===== src/rtl/stager_pkg.sv =====
package stager_pkg;
  typedef enum logic [1:0] {
    ST_LOAD  = 2'd0,
    ST_WAIT  = 2'd1,
    ST_DRAIN = 2'd2
  } stage_e;
endpackage


===== src/rtl/stager_ctrl.sv =====
module stager_ctrl
  import stager_pkg::*;
#(
  parameter int LANES = 16,
  localparam int IDX_W = $clog2(LANES),
  localparam int CNT_W = $clog2(LANES + 1)
) (
  input  logic             clk,
  input  logic             rst_n,
  input  logic             in_valid,
  input  logic             in_last,
  input  logic             eng_done,
  input  logic             out_ready,
  output logic             in_ready,
  output logic             out_valid,
  output logic             wr_en,
  output logic [IDX_W-1:0] wr_idx,
  output logic             blk_clear,
  output logic             cap_en,
  output logic             shift_en,
  output logic             eng_start,
  output logic [CNT_W-1:0] eng_count
);
  stage_e           state;
  logic [IDX_W-1:0] in_idx;
  logic [IDX_W-1:0] out_idx;
  logic             in_fire, in_close, out_fire, out_close;

  assign in_ready  = (state == ST_LOAD);
  assign out_valid = (state == ST_DRAIN);
  assign in_fire   = in_valid && in_ready;
  assign in_close  = in_fire && (in_last || in_idx == IDX_W'(LANES - 1));
  assign out_fire  = out_valid && out_ready;
  assign out_close = out_fire && (out_idx == IDX_W'(LANES - 1));

  assign wr_en     = in_fire;
  assign wr_idx    = in_idx;
  assign blk_clear = out_close;
  assign cap_en    = (state == ST_WAIT) && eng_done;
  assign shift_en  = out_fire;

  always_ff @(posedge clk or negedge rst_n) begin
    if (!rst_n) begin
      state     <= ST_LOAD;
      in_idx    <= '0;
      out_idx   <= '0;
      eng_start <= 1'b0;
      eng_count <= '0;
    end else begin
      eng_start <= in_close;
      unique case (state)
        ST_LOAD: begin
          if (in_close) begin
            state     <= ST_WAIT;
            eng_count <= CNT_W'(in_idx) + CNT_W'(1);
            in_idx    <= '0;
          end else if (in_fire) begin
            in_idx <= in_idx + IDX_W'(1);
          end
        end
        ST_WAIT: begin
          if (eng_done) begin
            state   <= ST_DRAIN;
            out_idx <= '0;
          end
        end
        ST_DRAIN: begin
          if (out_close) begin
            state   <= ST_LOAD;
            out_idx <= '0;
          end else if (out_fire) begin
            out_idx <= out_idx + IDX_W'(1);
          end
        end
        default: state <= ST_LOAD;
      endcase
    end
  end
endmodule


===== src/rtl/stager_collect.sv =====
module stager_collect #(
  parameter int LANES  = 16,
  parameter int BYTE_W = 8,
  localparam int IDX_W = $clog2(LANES),
  localparam int BLK_W = LANES * BYTE_W
) (
  input  logic              clk,
  input  logic              rst_n,
  input  logic              wr_en,
  input  logic [IDX_W-1:0]  wr_idx,
  input  logic [BYTE_W-1:0] din,
  input  logic              clear,
  output logic [BLK_W-1:0]  blk
);
  // lane LANES-1 is the top byte and receives the first byte of a block
  for (genvar g = 0; g < LANES; g++) begin : g_lane
    logic [BYTE_W-1:0] lane_q;
    always_ff @(posedge clk or negedge rst_n) begin
      if (!rst_n)
        lane_q <= '0;
      else if (clear)
        lane_q <= '0;
      else if (wr_en && wr_idx == IDX_W'(LANES - 1 - g))
        lane_q <= din;
    end
    assign blk[g*BYTE_W +: BYTE_W] = lane_q;
  end
endmodule


===== src/rtl/stager_emit.sv =====
module stager_emit #(
  parameter int LANES  = 16,
  parameter int BYTE_W = 8,
  localparam int BLK_W = LANES * BYTE_W
) (
  input  logic              clk,
  input  logic              rst_n,
  input  logic              cap_en,
  input  logic [BLK_W-1:0]  result,
  input  logic              shift_en,
  output logic [BYTE_W-1:0] dout
);
  logic [BLK_W-1:0] sh_q;

  always_ff @(posedge clk or negedge rst_n) begin
    if (!rst_n)
      sh_q <= '0;
    else if (cap_en)
      sh_q <= result;
    else if (shift_en)
      sh_q <= {sh_q[BLK_W-BYTE_W-1:0], {BYTE_W{1'b0}}};
  end

  assign dout = sh_q[BLK_W-1 -: BYTE_W];
endmodule


===== src/rtl/blk_byte_stager.sv =====
module blk_byte_stager #(
  parameter int LANES  = 16,
  parameter int BYTE_W = 8,
  localparam int BLK_W = LANES * BYTE_W,
  localparam int CNT_W = $clog2(LANES + 1)
) (
  input  logic              clk,
  input  logic              rst_n,
  input  logic              in_valid,
  input  logic [BYTE_W-1:0] in_data,
  input  logic              in_last,
  output logic              in_ready,
  output logic              eng_start,
  output logic [BLK_W-1:0]  eng_block,
  output logic [CNT_W-1:0]  eng_count,
  input  logic              eng_done,
  input  logic [BLK_W-1:0]  eng_result,
  output logic              out_valid,
  output logic [BYTE_W-1:0] out_data,
  input  logic              out_ready
);
  localparam int IDX_W = $clog2(LANES);

  logic             wr_en, blk_clear, cap_en, shift_en;
  logic [IDX_W-1:0] wr_idx;

  stager_ctrl #(.LANES(LANES)) u_ctrl (
    .clk       (clk),
    .rst_n     (rst_n),
    .in_valid  (in_valid),
    .in_last   (in_last),
    .eng_done  (eng_done),
    .out_ready (out_ready),
    .in_ready  (in_ready),
    .out_valid (out_valid),
    .wr_en     (wr_en),
    .wr_idx    (wr_idx),
    .blk_clear (blk_clear),
    .cap_en    (cap_en),
    .shift_en  (shift_en),
    .eng_start (eng_start),
    .eng_count (eng_count)
  );

  stager_collect #(.LANES(LANES), .BYTE_W(BYTE_W)) u_collect (
    .clk    (clk),
    .rst_n  (rst_n),
    .wr_en  (wr_en),
    .wr_idx (wr_idx),
    .din    (in_data),
    .clear  (blk_clear),
    .blk    (eng_block)
  );

  stager_emit #(.LANES(LANES), .BYTE_W(BYTE_W)) u_emit (
    .clk      (clk),
    .rst_n    (rst_n),
    .cap_en   (cap_en),
    .result   (eng_result),
    .shift_en (shift_en),
    .dout     (out_data)
  );
endmodule


===== config.mk =====
export PLATFORM = sky130hd
export DESIGN_NAME = blk_byte_stager
export DESIGN_NICKNAME = d
export VERILOG_FILES = /design/src/rtl/stager_pkg.sv /design/src/rtl/stager_ctrl.sv /design/src/rtl/stager_collect.sv /design/src/rtl/stager_emit.sv /design/src/rtl/blk_byte_stager.sv
export SDC_FILE = /design/constraint.sdc
export NUM_CORES = 1
export LEC_CHECK = 0
export BUFFER_PORTS_ARGS = -buffer_cell sky130_fd_sc_hd__buf_2
export CELL_PAD_IN_SITES_DETAIL_PLACEMENT = 0
export CELL_PAD_IN_SITES_GLOBAL_PLACEMENT = 1
export CORE_AREA = 2 2 177 179
export DETAILED_ROUTE_END_ITERATION = 10
export DIE_AREA = 0 0 179 181
export PLACE_DENSITY = 0.76
export SYNTH_ARGS = -nofsm -noshare
export SYNTH_HDL_FRONTEND = slang
export SYNTH_SLANG_ARGS = --single-unit

===== constraint.sdc =====
create_clock -name clk -period 2.1 [get_ports clk]
set_clock_uncertainty 0.1 [all_clocks]
set_input_delay 0.315 -clock clk [delete_from_list [all_inputs] [get_ports clk]]
set_output_delay 0.315 -clock clk [all_outputs]
set_load 0.02 [all_outputs]

== After elaboration in Yosys (flattened, before gate mapping) ==
Index checks and enable logic that the tools add are counted.

* Add/subtract/negate cells: 3
* Equality and inequality tests: 22
* Mux-type cells: 44
* Reduce and logical (&&, ||, !) cells: 47

{| class="wikitable"
|+ Operators with widths
! kind !! number
|-
| 128-bit two-way mux || 2
|-
| 8-bit two-way mux || 32
|-
| 2-bit nonzero test || 19
|-
| 4-bit equality test, second input constant || 9
|-
| 1-bit logical AND || 21
|-
| 4-bit two-way mux || 5
|-
| 4-bit by 3-bit equality test with 1-bit output, second input constant || 4
|-
| 4-bit by 1-bit adder with 4-bit output, second input constant || 2
|-
| 4-bit by 2-bit equality test with 1-bit output, second input constant || 2
|-
| 4-bit case mux with 2 select lines || 1
|-
| 2-bit two-way mux || 3
|-
| 2-bit inequality test, second input constant || 3
|-
| 2-bit case mux with 3 select lines || 1
|-
| 3-bit AND reduction || 2
|-
| 4-bit by 1-bit adder with 5-bit output, second input constant || 1
|-
| 4-bit by 1-bit equality test with 1-bit output, second input constant || 1
|-
| 4-bit zero test || 1
|-
| 2-bit AND reduction || 2
|-
| 3-bit inequality test, second input constant || 1
|-
| 2-bit by 1-bit equality test with 1-bit output, second input constant || 1
|-
| 2-bit equality test, second input constant || 1
|-
| 2-bit zero test || 1
|-
| 1-bit logical OR || 1
|}

* Bits in registers: 272
* Input port bits: 142
* Output and inout port bits: 144
* Logic and storage cells: 138

== Longest topological paths before layout ==
* Word-level depth: 5
* Mapped depth: 7
* Depth with buffers taken out: 5

== Hierarchy ==
From an unflattened synthesis, not the netlist that was laid out.

* Cells, all modules: 1099
* Area total of the unflattened synthesis: 12580.8 um^2

{| class="wikitable"
|+ By module, submodules not included
! module !! instances !! cells an instance !! area an instance (um^2) !! seq. area each (um^2)
|-
| stager_emit || 1 || 562 || 6022.0 || 3203.1
|-
| stager_collect || 1 || 453 || 5709.2 || 3203.1
|-
| stager_ctrl || 1 || 84 || 849.6 || 400.4
|}

== Least setup slack after synthesis ==
Ideal clock, no wire load.

* Path type: reg-to-reg
* Start: reg u_ctrl.in_idx[0] (netlist: u_ctrl.wr_idx[0])
* End: reg u_ctrl.eng_count[0]
* Setup time: 0.125 ns
* Data arrival time: 1.523 ns
* Data required time: 1.875 ns
* Setup slack: 0.352 ns
* Stages on the path, launching flop included: 6
* Path buffers: 1
* Period minus slack after synthesis: 1.748 ns
* Path through: dfrtp_1 ha_1 nor4bb_1 buf_2 a22o_2 mux2_2

* Word-level cells in the longest chain between the ends: 4
* Elaborated cells on any way between the ends: 5
* Classes of those cells: add/sub: 1; eq/ne: 1; reduce/logical: 3

{| class="wikitable"
|+ RTL lines
! item !! RTL line !! RTL
|-
| from (decl) || stager_ctrl.sv:25 || <nowiki>logic [IDX_W-1:0] in_idx;</nowiki>
|-
| from (signal assigned) || stager_ctrl.sv:58 || <nowiki>in_idx <= in_idx + IDX_W'(1);</nowiki>
|-
| 4-bit equality test || stager_ctrl.sv:32 || <nowiki>assign in_close = in_fire && (in_last || in_idx == IDX_W'(LANES - 1));</nowiki>
|-
| 1-bit logical OR || stager_ctrl.sv:32 ||
|-
| 1-bit logical AND || stager_ctrl.sv:32 ||
|-
| net u_ctrl.in_close || stager_ctrl.sv:27 || <nowiki>logic in_fire, in_close, out_fire, out_close;</nowiki>
|-
| 2-bit AND reduction (no source line) || -- ||
|-
| to (signal assigned) || stager_ctrl.sv:55 || <nowiki>eng_count <= CNT_W'(in_idx) + CNT_W'(1);</nowiki>
|-
| to (decl) || stager_ctrl.sv:22 || <nowiki>output logic [CNT_W-1:0] eng_count</nowiki>
|}

The timed path passes the listed nets, and every way through them passes these cells.
A chain may end at the register's enable or synchronous reset.

== Worst setup path after layout ==
* Start: reg u_ctrl.in_idx[0] (netlist: u_ctrl.wr_idx[0])
* End: reg u_ctrl.eng_count[1]

Same word-level chain as after synthesis.

==> results.rst <==
.. list-table::
   :header-rows: 1

   * - Metric
     - Value
   * - Setup crit start kind
     - flop
   * - Final-report hold violation count
     - 0
   * - Top achievable clock speed
     - 0.525 GHz
   * - Critical R2R Capture
     - u_ctrl.eng_count[1]$_DFFE_PN0P_
   * - Placed standard-cell area
     - 14500 µm²
   * - Count of state elements after synthesis
     - 272
   * - Count of maximum capacitance violations
     - 0
   * - Tightest Hold Check Type
     - input pin to flop
   * - FP Rows
     - 64
   * - Via total after detailed routing
     - 11100
   * - Overall global routing resource usage
     - 23.3%
   * - Detail-routed via count per cell
     - 5.59
   * - Pin count of the biggest net entering global routing
     - 117
   * - Clk Latency, worst-skew pair
     - 0.54 ns
   * - Number of clock sinks seen by CTS
     - 272
   * - Average cell area after synthesis
     - 10.1 µm²
   * - Number of fill cells
     - 2714
   * - Result of the run
     - complete, no violations
   * - Cell at the root of the clock tree
     - sky130_fd_sc_hd__clkbuf_16
   * - GRT overflow
     - 0
   * - Power per cell area
     - 1150 nW/µm²
   * - Slew Limit Headroom
     - 53.5%
   * - Pin slew with the least headroom to its limit
     - 0.695 ns
   * - Placeable core region
     - 30300 µm²
   * - Synthesized net count
     - 1393
   * - DR pass1 iterations
     - 5
   * - Detailed placement HPWL
     - 23.9 mm
   * - Start point of the critical path
     - u_ctrl.wr_idx[0]$_DFFE_PN0P_
   * - Via count of the first global-routing pass
     - 10700
   * - Unrepaired setup endpoints after global routing
     - no
   * - Number of enable-type register cells in the synthesized netlist
     - 0
   * - Die area
     - 32400 µm²
   * - Nets@finish
     - 1719
   * - Wire length of the first global-routing pass
     - 60.1 mm
   * - Worst setup path end
     - u_ctrl.eng_count[1]$_DFFE_PN0P_
   * - Final TNS setup
     - 0 ns
   * - Critical R2R Launch
     - u_ctrl.wr_idx[0]$_DFFE_PN0P_
   * - Arrival time at the worst endpoint
     - 2.23 ns
   * - Final critical-path share of the clock period
     - 90.8%
   * - Final setup violation count
     - 0
   * - Largest buffer count on any clock path
     - 3
   * - Drt total wl
     - 39.2 mm
   * - Slack of the worst reg-to-reg path
     - 0.19 ns
   * - Number of CTS-inserted buffers
     - 29
   * - Clock tree from TritonCTS
     - done
   * - Final instance count without filler cells
     - 1989
   * - Starting density of the core
     - 41.5%
   * - Synthesized instance count
     - 1246
   * - Count of pins on the block boundary
     - 286
   * - Number of violations reported at the end of detailed-routing iteration 0
     - 838
   * - Crit path time final
     - 1.91 ns
   * - Die boundary height
     - 181 µm
   * - Number of cells after detailed placement
     - 1833
   * - Max rail drop VDD
     - 0.786 mV
   * - Fraction of final layout cells sized beyond drive strength 1
     - 25.5%
   * - Final count of pins violating max slew
     - 0
   * - Clock transition at path regs
     - 0.07 ns
   * - Horizontal die dimension
     - 179 µm
   * - Final hold slack
     - 0.0129 ns
   * - Yosys cell types
     - 42
   * - Port Buf Inserts
     - 285
   * - R2R cell count
     - 4
   * - Relative area change from synthesis to final layout
     - 30.2%
   * - Post-Synthesis Cell Area
     - 12600 µm²
   * - Number of antenna violations at the first check in global routing
     - 3
   * - Deepest level of the CTS H-tree
     - 1
   * - Path type of the worst setup path
     - flop to flop
   * - Post-route total power
     - 18.9 mW
   * - Wirelength per Cell
     - 19.7 µm
   * - Number of nets still failing antenna checks after routing
     - 0
   * - Post-Layout Inst Area
     - 16400 µm²
   * - Capturing element type of the critical path
     - flop
   * - Critical Path RT
     - 2.42 ns
   * - Final weighted congestion in routability-driven placement
     - 0.819
   * - Number of design rule violations left after detail routing
     - 0
   * - Leakage power figure
     - 8.26 nW
   * - Largest driver fanout on the critical path
     - 7
   * - Total of warnings raised by yosys
     - 0
   * - Async set-or-reset flop fraction in the synthesized netlist
     - 100%
   * - # Post-CTS Setup Buffers
     - 0
   * - Primary FF master, synth
     - sky130_fd_sc_hd__dfrtp_1
   * - Register area share after synthesis
     - 54.0%
-- kinds of logic after synthesis --
| kind of cell | after synthesis | synth area share [%] |
|---|---|---|
| muxes | 133 | 10.8 |
| xor gates and xnor gates | 1 | 0.0696 |
| buffers and inverters | 152 | 6.10 |
| DFF | 272 | 54.0 |
| adders and majority gates | 5 | 0.497 |
| and+or+nand+nor | 289 | 12.3 |
| AOI/OAI and AO/OA | 394 | 16.2 |
-- state kept, by name, summed over array words and instances (netlist names) --
name,flops
u_ctrl.out_idx,4
u_emit.sh_q,128
u_collect.g_lane.lane_q,128
u_ctrl.wr_idx,4
u_ctrl.eng_count,5
u_ctrl.state,2
u_ctrl.eng_start,1
-- where the power goes --
group | total (mW) | internal, mW | leakage, nW | switching (mW)
logic | 6.35 | 2.48 | 4.18 | 3.86
clock network | 4.91 | 2.82 | 0.440 | 2.10
registers | 7.61 | 6.73 | 3.64 | 0.875
-- worst min path at each step --
stage,startpoint,end,slack [ns],depth (start not counted)
3_5_place_dp,rst_n,u_emit.sh_q[117]$_DFFE_PN0P_,0.21,1
4_1_cts,eng_result[26],u_emit.sh_q[26]$_DFFE_PN0P_,0.002,3
5_1_grt,eng_result[87],u_emit.sh_q[87]$_DFFE_PN0P_,0.01,3
2_1_floorplan,rst_n,u_collect.g_lane[0].lane_q[0]$_DFFE_PN0P_,-0.08,0
3_3_place_gp,rst_n,u_emit.sh_q[109]$_DFFE_PN0P_,0.22,1
6_report,eng_result[84],u_emit.sh_q[84]$_DFFE_PN0P_,0.01,3
-- cell usage after synthesis, drive strengths merged (2+ instances only) --
library cell / instances / area, µm²
nand2: 8 / 30.0
a21oi: 130 / 651
inv: 3 / 11.3
nand3: 245 / 1230
and2: 3 / 18.8
mux2i: 112 / 1120
nand4bb: 4 / 45.0
nand2b: 4 / 25.0
o211ai: 2 / 15.0
mux2: 21 / 236
nand3b: 4 / 30.0
clkbuf: 63 / 238
nor4bb: 3 / 30.0
buf: 86 / 519
dfrtp: 272 / 6810
nor2b: 4 / 25.0
nor2: 6 / 22.5
a22o: 11 / 97.6
ha: 5 / 62.6
o21ai: 245 / 1230
-- layout make-up --
| cell class | count | area [µm²] | area share, % |
|---|---|---|---|
| Multi-Input combinational cell | 822 | 5080 | 31.0 |
| Clock inverter | 7 | 60.1 | 0.366 |
| Timing Repair Buffer | 444 | 3120 | 19.0 |
| Clock buffer | 42 | 825 | 5.03 |
| Inverter | 3 | 11.3 | 0.0687 |
| Antenna cell | 3 | 7.51 | 0.0458 |
| Sequential cell | 272 | 6810 | 41.5 |
| Tap cell | 396 | 495 | 3.02 |
-- repair_timing --
action                                  4_1_cts  5_1_grt
hold buffers                                104        0
endpoints found under the hold margin       158        0
resized for setup                             0        1
endpoints found under the setup margin        0        1
-- worst max-delay path: stages, from the launching register on --
cell	delay (ns)
sky130_fd_sc_hd__dfrtp_1	0.40
sky130_fd_sc_hd__ha_1	0.30
sky130_fd_sc_hd__nor4bb_4	0.41
sky130_fd_sc_hd__a22o_2	0.24
sky130_fd_sc_hd__mux2_2	0.33
-- per-layer routing --
layer,global-route usage (%),wire [µm],up-vias
li1,-,-,5137
met1,33.1,16900,5508
met2,35.3,18100,404
met3,4.88,2970,78
met4,7.97,1270,0
met5,0,0,-
-- stage by stage --
| step | utilization (%) | worst slack, ns |
|---|---|---|
| 3_5_place_dp | 47.7 | 0.201 |
| 2_1_floorplan | - | 0.352 |
| 6_report | 54.0 | 0.194 |
| 3_3_place_gp | 47.7 | 0.274 |
| 4_1_cts | 54.0 | 0.0654 |
| 5_1_grt | 54.0 | 0.0807 |
-- cell usage in the layout, fill, tap and decap left out, types with 3 or more instances in the layout --
master / n
sky130_fd_sc_hd__a21oi_1: 130
sky130_fd_sc_hd__a22o_1: 10
sky130_fd_sc_hd__buf_12: 18
sky130_fd_sc_hd__buf_2: 284
sky130_fd_sc_hd__buf_4: 37
sky130_fd_sc_hd__clkbuf_1: 8
sky130_fd_sc_hd__clkbuf_16: 29
sky130_fd_sc_hd__clkbuf_8: 5
sky130_fd_sc_hd__clkinv_2: 6
sky130_fd_sc_hd__dfrtp_1: 272
sky130_fd_sc_hd__diode_2: 3
sky130_fd_sc_hd__dlygate4sd3_1: 104
sky130_fd_sc_hd__ha_1: 5
sky130_fd_sc_hd__inv_1: 3
sky130_fd_sc_hd__mux2_1: 8
sky130_fd_sc_hd__mux2_2: 13
sky130_fd_sc_hd__mux2i_1: 112
sky130_fd_sc_hd__nand2_1: 8
sky130_fd_sc_hd__nand2b_1: 4
sky130_fd_sc_hd__nand3_1: 245
sky130_fd_sc_hd__nand3b_1: 4
sky130_fd_sc_hd__nand4bb_1: 4
sky130_fd_sc_hd__nor2_1: 5
sky130_fd_sc_hd__nor2b_1: 3
sky130_fd_sc_hd__nor4bb_4: 3
sky130_fd_sc_hd__o21ai_0: 230
sky130_fd_sc_hd__o21ai_1: 15
Note: power is estimated with default switching activity, not from simulation.
